===== src/rtl/irq_router_pkg.sv =====
`timescale 1ns/1ps
package irq_router_pkg;
    localparam int REG_W    = 64;
    localparam int HALF_W   = REG_W / 2;
    localparam int ADDR_W   = 12;
    localparam int MAX_CPUS = 4;
    localparam logic [ADDR_W-1:0] RAW_OFS = 12'h300;

    typedef enum logic [1:0] {
        SEL_NONE,
        SEL_MASK,
        SEL_VIEW,
        SEL_RAW
    } reg_kind_e;

    typedef struct packed {
        reg_kind_e  kind;
        logic [1:0] cpu;
        logic       hi;
    } reg_sel_t;

    // Offset of a processor's mask: the pairs sit in two banks, bit 6 picks the odd one.
    function automatic logic [ADDR_W-1:0] mask_ofs(input logic [1:0] cpu);
        logic [ADDR_W-1:0] o;
        o    = cpu[1] ? 12'h600 : 12'h200;
        o[6] = cpu[0];
        return o;
    endfunction

    function automatic logic [ADDR_W-1:0] view_ofs(input logic [1:0] cpu);
        return mask_ofs(cpu) | 12'h080;
    endfunction

    function automatic reg_sel_t decode_addr(input logic [ADDR_W-1:0] addr, input int ncpus);
        reg_sel_t          s;
        logic [ADDR_W-1:0] base;
        base   = addr & ~ADDR_W'(7);
        s.kind = SEL_NONE;
        s.cpu  = '0;
        s.hi   = addr[2];
        if (base == RAW_OFS) s.kind = SEL_RAW;
        for (int c = 0; c < MAX_CPUS; c++) begin
            if (c < ncpus) begin
                if (base == mask_ofs(2'(c))) begin
                    s.kind = SEL_MASK;
                    s.cpu  = 2'(c);
                end else if (base == view_ofs(2'(c))) begin
                    s.kind = SEL_VIEW;
                    s.cpu  = 2'(c);
                end
            end
        end
        return s;
    endfunction
endpackage


===== src/rtl/irq_raw_capture.sv =====
`timescale 1ns/1ps
module irq_raw_capture import irq_router_pkg::*; #(
    parameter int LEGACY_LINE = 55
) (
    input  logic             clk,
    input  logic             rst,
    input  logic [REG_W-1:0] lines,
    input  logic             legacy,
    output logic [REG_W-1:0] raw_q
);
    logic [REG_W-1:0] raw_d;

    always_comb begin
        raw_d              = lines;
        raw_d[LEGACY_LINE] = legacy;
    end

    always_ff @(posedge clk) begin
        if (rst) raw_q <= '0;
        else     raw_q <= raw_d;
    end
endmodule


===== src/rtl/irq_mask_bank.sv =====
`timescale 1ns/1ps
module irq_mask_bank import irq_router_pkg::*; #(
    parameter int NUM_CPUS = 4
) (
    input  logic                      clk,
    input  logic                      rst,
    input  logic [NUM_CPUS-1:0]       wr_en,
    input  logic [REG_W-1:0]          wr_data,
    input  logic [REG_W-1:0]          raw,
    output logic [NUM_CPUS*REG_W-1:0] mask_flat,
    output logic [NUM_CPUS*REG_W-1:0] view_flat,
    output logic [NUM_CPUS-1:0]       cpu_irq
);
    for (genvar c = 0; c < NUM_CPUS; c++) begin : g_cpu
        logic [REG_W-1:0] mask_q;
        logic [REG_W-1:0] view;

        always_ff @(posedge clk) begin
            if (rst)           mask_q <= '0;
            else if (wr_en[c]) mask_q <= wr_data;
        end

        assign view = mask_q & raw;

        always_ff @(posedge clk) begin
            if (rst) cpu_irq[c] <= 1'b0;
            else     cpu_irq[c] <= |view;
        end

        assign mask_flat[c*REG_W +: REG_W] = mask_q;
        assign view_flat[c*REG_W +: REG_W] = view;
    end
endmodule


===== src/rtl/irq_reg_port.sv =====
`timescale 1ns/1ps
module irq_reg_port import irq_router_pkg::*; #(
    parameter int NUM_CPUS = 4
) (
    input  logic                      clk,
    input  logic                      rst,
    input  logic [ADDR_W-1:0]         addr,
    input  logic                      wr,
    input  logic                      rd,
    input  logic [HALF_W-1:0]         wdata,
    input  logic [NUM_CPUS*REG_W-1:0] mask_flat,
    input  logic [NUM_CPUS*REG_W-1:0] view_flat,
    input  logic [REG_W-1:0]          raw,
    output logic [HALF_W-1:0]         rdata,
    output logic                      err,
    output logic [NUM_CPUS-1:0]       mask_wr_en,
    output logic [REG_W-1:0]          commit_data
);
    reg_sel_t          sel;
    logic [REG_W-1:0]  value;
    logic [HALF_W-1:0] latch_q;
    logic              mapped;
    logic              rd_only;

    assign sel     = decode_addr(addr, NUM_CPUS);
    assign mapped  = (sel.kind != SEL_NONE);
    assign rd_only = rd && !wr;

    always_comb begin
        value = '0;
        case (sel.kind)
            SEL_RAW: value = raw;
            SEL_MASK, SEL_VIEW: begin
                for (int c = 0; c < NUM_CPUS; c++) begin
                    if (sel.cpu == 2'(c))
                        value = (sel.kind == SEL_MASK) ? mask_flat[c*REG_W +: REG_W]
                                                       : view_flat[c*REG_W +: REG_W];
                end
            end
            default: value = '0;
        endcase
    end

    assign err = (rd || wr) && !mapped;

    always_comb begin
        rdata = '0;
        if (rd_only) begin
            if (!mapped)     rdata = '1;
            else if (sel.hi) rdata = latch_q;
            else             rdata = value[HALF_W-1:0];
        end
    end

    always_ff @(posedge clk) begin
        if (rst)
            latch_q <= '0;
        else if (wr && mapped && !sel.hi)
            latch_q <= wdata;
        else if (rd_only && mapped && !sel.hi)
            latch_q <= value[REG_W-1:HALF_W];
    end

    always_comb begin
        for (int c = 0; c < NUM_CPUS; c++)
            mask_wr_en[c] = wr && sel.hi && (sel.kind == SEL_MASK) && (sel.cpu == 2'(c));
    end

    assign commit_data = {wdata, latch_q};
endmodule


===== src/rtl/irq_router.sv =====
`timescale 1ns/1ps
module irq_router import irq_router_pkg::*; #(
    parameter int NUM_CPUS    = 4,
    parameter int LEGACY_LINE = 55
) (
    input  logic                clk,
    input  logic                rst,
    input  logic [REG_W-1:0]    irq_lines,
    input  logic                legacy_irq,
    input  logic [ADDR_W-1:0]   reg_addr,
    input  logic                reg_wr,
    input  logic                reg_rd,
    input  logic [HALF_W-1:0]   reg_wdata,
    output logic [HALF_W-1:0]   reg_rdata,
    output logic                reg_err,
    output logic [NUM_CPUS-1:0] cpu_irq
);
    logic [REG_W-1:0]          raw_q;
    logic [NUM_CPUS*REG_W-1:0] mask_flat;
    logic [NUM_CPUS*REG_W-1:0] view_flat;
    logic [NUM_CPUS-1:0]       mask_wr_en;
    logic [REG_W-1:0]          commit_data;

    irq_raw_capture #(.LEGACY_LINE(LEGACY_LINE)) u_raw (
        .clk    (clk),
        .rst    (rst),
        .lines  (irq_lines),
        .legacy (legacy_irq),
        .raw_q  (raw_q)
    );

    irq_mask_bank #(.NUM_CPUS(NUM_CPUS)) u_masks (
        .clk       (clk),
        .rst       (rst),
        .wr_en     (mask_wr_en),
        .wr_data   (commit_data),
        .raw       (raw_q),
        .mask_flat (mask_flat),
        .view_flat (view_flat),
        .cpu_irq   (cpu_irq)
    );

    irq_reg_port #(.NUM_CPUS(NUM_CPUS)) u_port (
        .clk         (clk),
        .rst         (rst),
        .addr        (reg_addr),
        .wr          (reg_wr),
        .rd          (reg_rd),
        .wdata       (reg_wdata),
        .mask_flat   (mask_flat),
        .view_flat   (view_flat),
        .raw         (raw_q),
        .rdata       (reg_rdata),
        .err         (reg_err),
        .mask_wr_en  (mask_wr_en),
        .commit_data (commit_data)
    );
endmodule


===== config.mk =====
export PLATFORM = sky130hd
export DESIGN_NAME = irq_router
export DESIGN_NICKNAME = d
export VERILOG_FILES = /design/src/rtl/irq_router_pkg.sv /design/src/rtl/irq_raw_capture.sv /design/src/rtl/irq_mask_bank.sv /design/src/rtl/irq_reg_port.sv /design/src/rtl/irq_router.sv
export SDC_FILE = /design/constraint.sdc
export NUM_CORES = 1
export LEC_CHECK = 0
export ABC_AREA = 1
export BUFFER_PORTS_ARGS = -buffer_cell sky130_fd_sc_hd__buf_2
export CAP_MARGIN = 25
export CORE_AREA = 3 3 218 220
export CTS_CLUSTER_SIZE = 30
export DETAILED_ROUTE_END_ITERATION = 10
export DIE_AREA = 0 0 221 223
export MAX_ROUTING_LAYER = met4
export PLACE_DENSITY_LB_ADDON = 0.3
export SYNTH_ARGS = -nofsm -noshare
export SYNTH_HDL_FRONTEND = slang
export SYNTH_SLANG_ARGS = --single-unit

===== constraint.sdc =====
create_clock -name clk -period 6.1 [get_ports clk]
set_input_delay 0.61 -clock clk [delete_from_list [all_inputs] [get_ports clk]]
set_output_delay 0.61 -clock clk [all_outputs]
set_load 0.005 [all_outputs]

Word level (Yosys, flattened, before mapping) --
Cells that the tools add are included.
Storage, ports and cells: output and inout bits 37, word-level logic and storage cells 76, input port bits 113, register bits after elaboration 356
Operators by class: mux-type cells 23, bitwise gates (word level) 4, reductions and logical operators 24, equality and inequality tests 15
Operators with widths (count):
- 64-bit two-way mux | 8
- 64-bit AND | 4
- 64-bit OR reduction | 4
- 32-bit two-way mux | 5
- 64-bit one-hot mux with 2 select lines | 1
- 9-bit by 7-bit == test with 1-bit output, second input constant | 5
- 9-bit by 8-bit == test with 1-bit output, second input constant | 4
- 4-bit two-way mux | 8
- 1-bit logical AND | 12
- 2-bit == test, second input constant | 4
- 2-bit by 1-bit == test with 1-bit output, second input constant | 2
- 2-bit nonzero test | 2
- 1-bit logical NOT | 3
- 2-bit logical NOT | 1
- 2-bit two-way mux | 1
- 2-bit OR reduction | 1
- 1-bit logical OR | 1

Longest topological paths before layout --
word-level depth 20, depth in mapped cells 19, mapped depth without buffers 17

Modules after synthesis --
From an unflattened synthesis, not the netlist that was laid out.
Unflattened totals: cells, all modules 3559, area, all modules 21344.2 µm²
By module, submodules not included:
- irq_mask_bank | times used 1, area an instance 11974.0 µm², cells an instance 1881
- irq_reg_port | times used 1, area an instance 7529.7 µm², cells an instance 1479
- irq_raw_capture | times used 1, area an instance 1840.5 µm², cells an instance 199

Worst setup path before layout --
Ideal clock, no wire load.
kind in2out, start in reg_addr[8], end out reg_rdata[9], required time 5.490 ns, arrival 2.697 ns, stages 18, path slack 2.793 ns, buffers on the path 4, cell sequence inv_2 -> nand2_1 -> nor2_1 -> nand2_2 -> buf_2 -> buf_2 -> nand4_1 -> ha_1 -> buf_2 -> clkbuf_1 -> o21ai_0 -> nand2_1 -> nand2_1 -> nor2_1 -> nand3_1 -> nand2_1 -> nand2_1 -> a21oi_1
Between the ends: longest elaborated chain between the ends 20, elaborated cells on any way between the ends 39, classes of those cells 15 x eq/ne; 21 x mux; 3 x reduce/logical
Ends and longest elaborated chain:
- start, declared | RTL line irq_router.sv:10 | input logic [ADDR_W-1:0] reg_addr,
- 9-bit by 7-bit == test with 1-bit output | RTL line irq_router_pkg.sv:41 | if (base == RAW_OFS) s.kind = SEL_RAW;
- 2-bit two-way mux | RTL line irq_router_pkg.sv:41
- 4-bit two-way mux | RTL line irq_router_pkg.sv:47 | end else if (base == view_ofs(2'(c))) begin
- 4-bit two-way mux | RTL line irq_router_pkg.sv:44 | if (base == mask_ofs(2'(c))) begin
- 4-bit two-way mux | RTL line irq_router_pkg.sv:47
- 4-bit two-way mux | RTL line irq_router_pkg.sv:44
- 4-bit two-way mux | RTL line irq_router_pkg.sv:47
- 4-bit two-way mux | RTL line irq_router_pkg.sv:44
- 4-bit two-way mux | RTL line irq_router_pkg.sv:47
- 4-bit two-way mux * | RTL line irq_router_pkg.sv:44
- 2-bit by 1-bit == test with 1-bit output | RTL line irq_reg_port.sv:31, irq_reg_port.sv:36
- 64-bit two-way mux | RTL line irq_reg_port.sv:36 | value = (sel.kind == SEL_MASK) ? mask_flat[c*REG_W +: REG_W]
- 64-bit two-way mux (4 in a row) | RTL line irq_reg_port.sv:35 | if (sel.cpu == 2'(c))
- 64-bit one-hot mux with 2 select lines | RTL line irq_reg_port.sv:31 | case (sel.kind)
- 32-bit two-way mux | RTL line irq_reg_port.sv:50 | else if (sel.hi) rdata = latch_q;
- 32-bit two-way mux * | RTL line irq_reg_port.sv:49 | if (!mapped) rdata = '1;
- 32-bit two-way mux * | RTL line irq_reg_port.sv:48 | if (rd_only) begin
- end, declared | RTL line irq_router.sv:14 | output logic [HALF_W-1:0] reg_rdata,
Every way passes the cells marked *; elsewhere a longest branch is shown, timed or not.

Worst setup path after layout --
start in reg_addr[5], end out reg_rdata[29]
The elaborated chain is that of the path after synthesis.

==> metrics.md <==
| Metric | Value |
|---|---|
| CTS tree | built |
| 1st-pass router iterations | 7 |
| HPWL after DPL | 50300 um |
| NetSw | about 0.0013 W |
| Via/cell ratio | about 5.7 |
| Final setup viols | 0 |
| Clk Latency, worst-skew pair | ~0.59 ns |
| Area leader, netlist | dfxtp_1 |
| CP endpoint kind | primary output |
| Worst vdd ir | 0.000202 V |
| Multi-input gate area | 9170 sq um |
| Largest net degree at the start of global routing | 185 |
| Fin Hold WS | 0.226 ns |
| FILL cells | 4755 |
| Top-area cell type share of the netlist area | 0.392 |
| Overall routing resource usage | 0.312 |
| CP Data Arrival Time | 3.94 ns |
| Area growth, synth to finish | 12.3% |
| P per Cell Area | 255 nW/um^2 |
| Final nets | 2979 |
| Max-slew violation count | 0 |
| First-pass GRT wire length | 115000 um |
| Worst Setup Path Type | in2out |
| F_max | 220 MHz |
| Post-CTS Setup Inserts | 0 |
| Critical path origin | reg_addr[5] |
| Sequential Power Share | 0.463 |
| Most common cell in the netlist | nand2_1 |
| # hold bufs at CTS | 0 |
| Internal | slightly below 0.004 W |
| Top cell by count, worst path | nand2_1 |
| N_diodes | 0 |
| Sequential area share after synthesis | 0.392 |
| Vias in the first global route | 18.1k |
| DR WL/cell | 22.3 um |
| TritonCTS Buffers | 41 |
| CP Max Fanout | 43 |
| Initial antenna violation count | 0 |
| Mapped Cells | 2844 |
| Share of layout cells above drive strength 1 | 0.101 |
| Max_cap viols | 0 |
| H-tree Lvls | 2 |
| Top post-synthesis cells by count | nand2_1 (650), nor2_1 (417), a21oi_1 (365) |
| Initial cell density of the core | 0.400 |
| Ys flop type | dfxtp_1 |
| Mapped Avg Cell Area | 6.40 sq um |
| RSZ-0062 raised after global routing | no |
| Worst EP required | 5.49 ns |
| Root buffer cell | clkbuf_16 |
| Final Util | 0.449 |
| Min Tclk post-route | 4.55 ns |
| Slew @ Worst Pin | 1.12 ns |
| Clock group share of total power | 0.491 |
| Port Buf Inserts | 146 |
| Post_cts resized | 0 |
| Cell Chain, Critical Path | buf_2 -> inv_2 -> nand2_1 -> nor2_2 -> nand2_1 -> nand2_1 -> a21oi_1 -> nand3_1 -> inv_1 -> ha_4 -> inv_1 -> buf_4 -> nand2_1 -> nor2_1 -> nand3_1 -> nand2_1 -> nand2_1 -> a21oi_1 -> buf_2 |
| Setup TNS | 0 ns |
| Reg2Reg Depth | 5 |
| # IOs | 150 |
| Ys async rst share | 0 |
| Core box area | 45500 sq um |
| Clock Pin Slew Worst Setup and Hold Paths | 0.06 ns |
| Final Hold Viols | 0 |
| Switching Share | 0.246 |
| Synth Warn # | 0 |
| Detailed Route WL | ~78000 um |
| Status | complete, no violations |
| Post-synth cell types | 33 |
| Via count | about 20k |
| Relative slew slack | 0.253 |
| Worst reg2reg setup slack | 3.89 ns |
| Clock sink count | ~360 |
| Num rows | 78 |
| Post-route ant nets | 0 |
| GR Overflow Total | 0 |
| HP Class | in2reg |
| Place WS | ~1.6 ns |
| Max Root-Sink Buffers | 3 |
| CP peak stage delay | 0.83 ns |
| Die Span X | approximately 220 um |
| Clock Skew | 0.0235 ns |
| Die area | 49300 sq um |
| Final WS setup | 1.55 ns |
| Pleak | 8.82 nW |
| Worst R2R Start | u_raw.raw_q[37] |
| Register bit count reported by yosys | around 360 |
| CP endpoint | reg_rdata[29] |
| Post-Syn Area | between 15000 and 20000 sq um |
| Seq. cell area | 7130 sq um |
| Comb power frac | 0.047 |
| Placer Congestion | 1.02 |
| CP Launch Type | primary input |
| Top cells by area, synth | dfxtp_1 (39%), nand2_1 (13%), a21oi_1 (10%) |
| Period utilisation layout | 0.745 |
| Syn nets | 2960 |
| Die height | 223 um |
| FF-to-FF End | u_masks.cpu_irq[2] |
| Initial DRC Count | 2847 |
| CP max stage cell | ha_4 |
| DRC errors left | 0 |
| Post-synth EDFFs | 0 |
## logic make-up after synthesis
kind of cell               synth area share
DFF                                   0.392
and+or+nand+nor                       0.292
AOI/OAI and AO/OA                     0.208
adders and majority gates           0.00206
buffers and inverters                 0.107
## stage by stage
step / instance area (sq um) / power, W / cells
final: 20400 / 0.00521 / 3493
after global routing: 20400 / 0.00535 / 3493
after CTS: 20400 / 0.00523 / 3493
after detailed placement: 19100 / 0.00270 / 3420
after global placement: 19100 / 0.00270 / 3420
after floorplan: 18200 / 0.00256 / 2844
## cell usage in the layout (no fill, tap or decap), drive strengths merged, types with 4 or more instances in the layout
cell,instances
nand2,654
nor2,421
a21oi,366
dfxtp,356
o21ai,348
inv,269
buf,176
nand3,123
nand4,61
clkbuf,55
nor4,15
o21a,11
clkinv,8
o211ai,7
o2111ai,5
bufinv,4
clkinvlp,4
nor3,4
## power groups by stage
stage          Combinational, W  Clock [W]  Sequential [W]
3_5_place_dp           0.000239          0         0.00246
6_report               0.000243    0.00256         0.00241
5_1_grt                0.000268    0.00267         0.00241
2_1_floorplan          0.000137          0         0.00243
3_3_place_gp           0.000235          0         0.00246
4_1_cts                0.000240    0.00259         0.00241
## worst min-delay path by stage
| stage | to | depth (start not counted) | slack (ns) | from |
|---|---|---|---|---|
| 6_report | u_raw.raw_q[14] | 3 | 0.23 | irq_lines[14] |
| 5_1_grt | u_raw.raw_q[16] | 3 | 0.24 | irq_lines[16] |
| 4_1_cts | u_raw.raw_q[47] | 3 | 0.22 | irq_lines[47] |
| 3_5_place_dp | u_masks.g_cpu[0].mask_q[23] | 2 | 0.45 | u_masks.g_cpu[0].mask_q[23] |
| 3_3_place_gp | u_masks.g_cpu[0].mask_q[10] | 2 | 0.44 | u_masks.g_cpu[0].mask_q[10] |
| 2_1_floorplan | u_masks.g_cpu[0].mask_q[63] | 2 | 0.43 | u_masks.g_cpu[0].mask_q[63] |
## state kept, by name, indices dropped and copies added, names as in the netlist
| signal | cells |
|---|---|
| u_masks.cpu_irq | 4 |
| u_masks.g_cpu.mask_q | 256 |
| u_port.latch_q | 32 |
| u_raw.raw_q | 64 |
## layer usage
layer | track usage | vias to the layer above | routed length, um
li1 | - | 9234 | -
met1 | 0.411 | 9206 | 31100
met2 | 0.454 | 1270 | 33100
met3 | 0.0655 | 231 | 9200
met4 | 0.155 | 0 | 4510
met5 | - | - | 0
## critical path: cells and delay by family
kind	cells	cell delay [ns]
adders and majority gates	1	0.83
buffers and inverters	6	1.50
AOI/OAI and AO/OA	2	0.14
and+or+nand+nor	10	0.85
## layout make-up
type / instances / area share
multi-input cells: 2021 / 0.449
flip-flops and latches: 356 / 0.349
clock buffers: 55 / 0.0562
inverters: 267 / 0.0495
repair buffers: 176 / 0.0492
well taps: 600 / 0.0367
clock inverters: 18 / 0.0109
(Power assumes the default switching activity.)
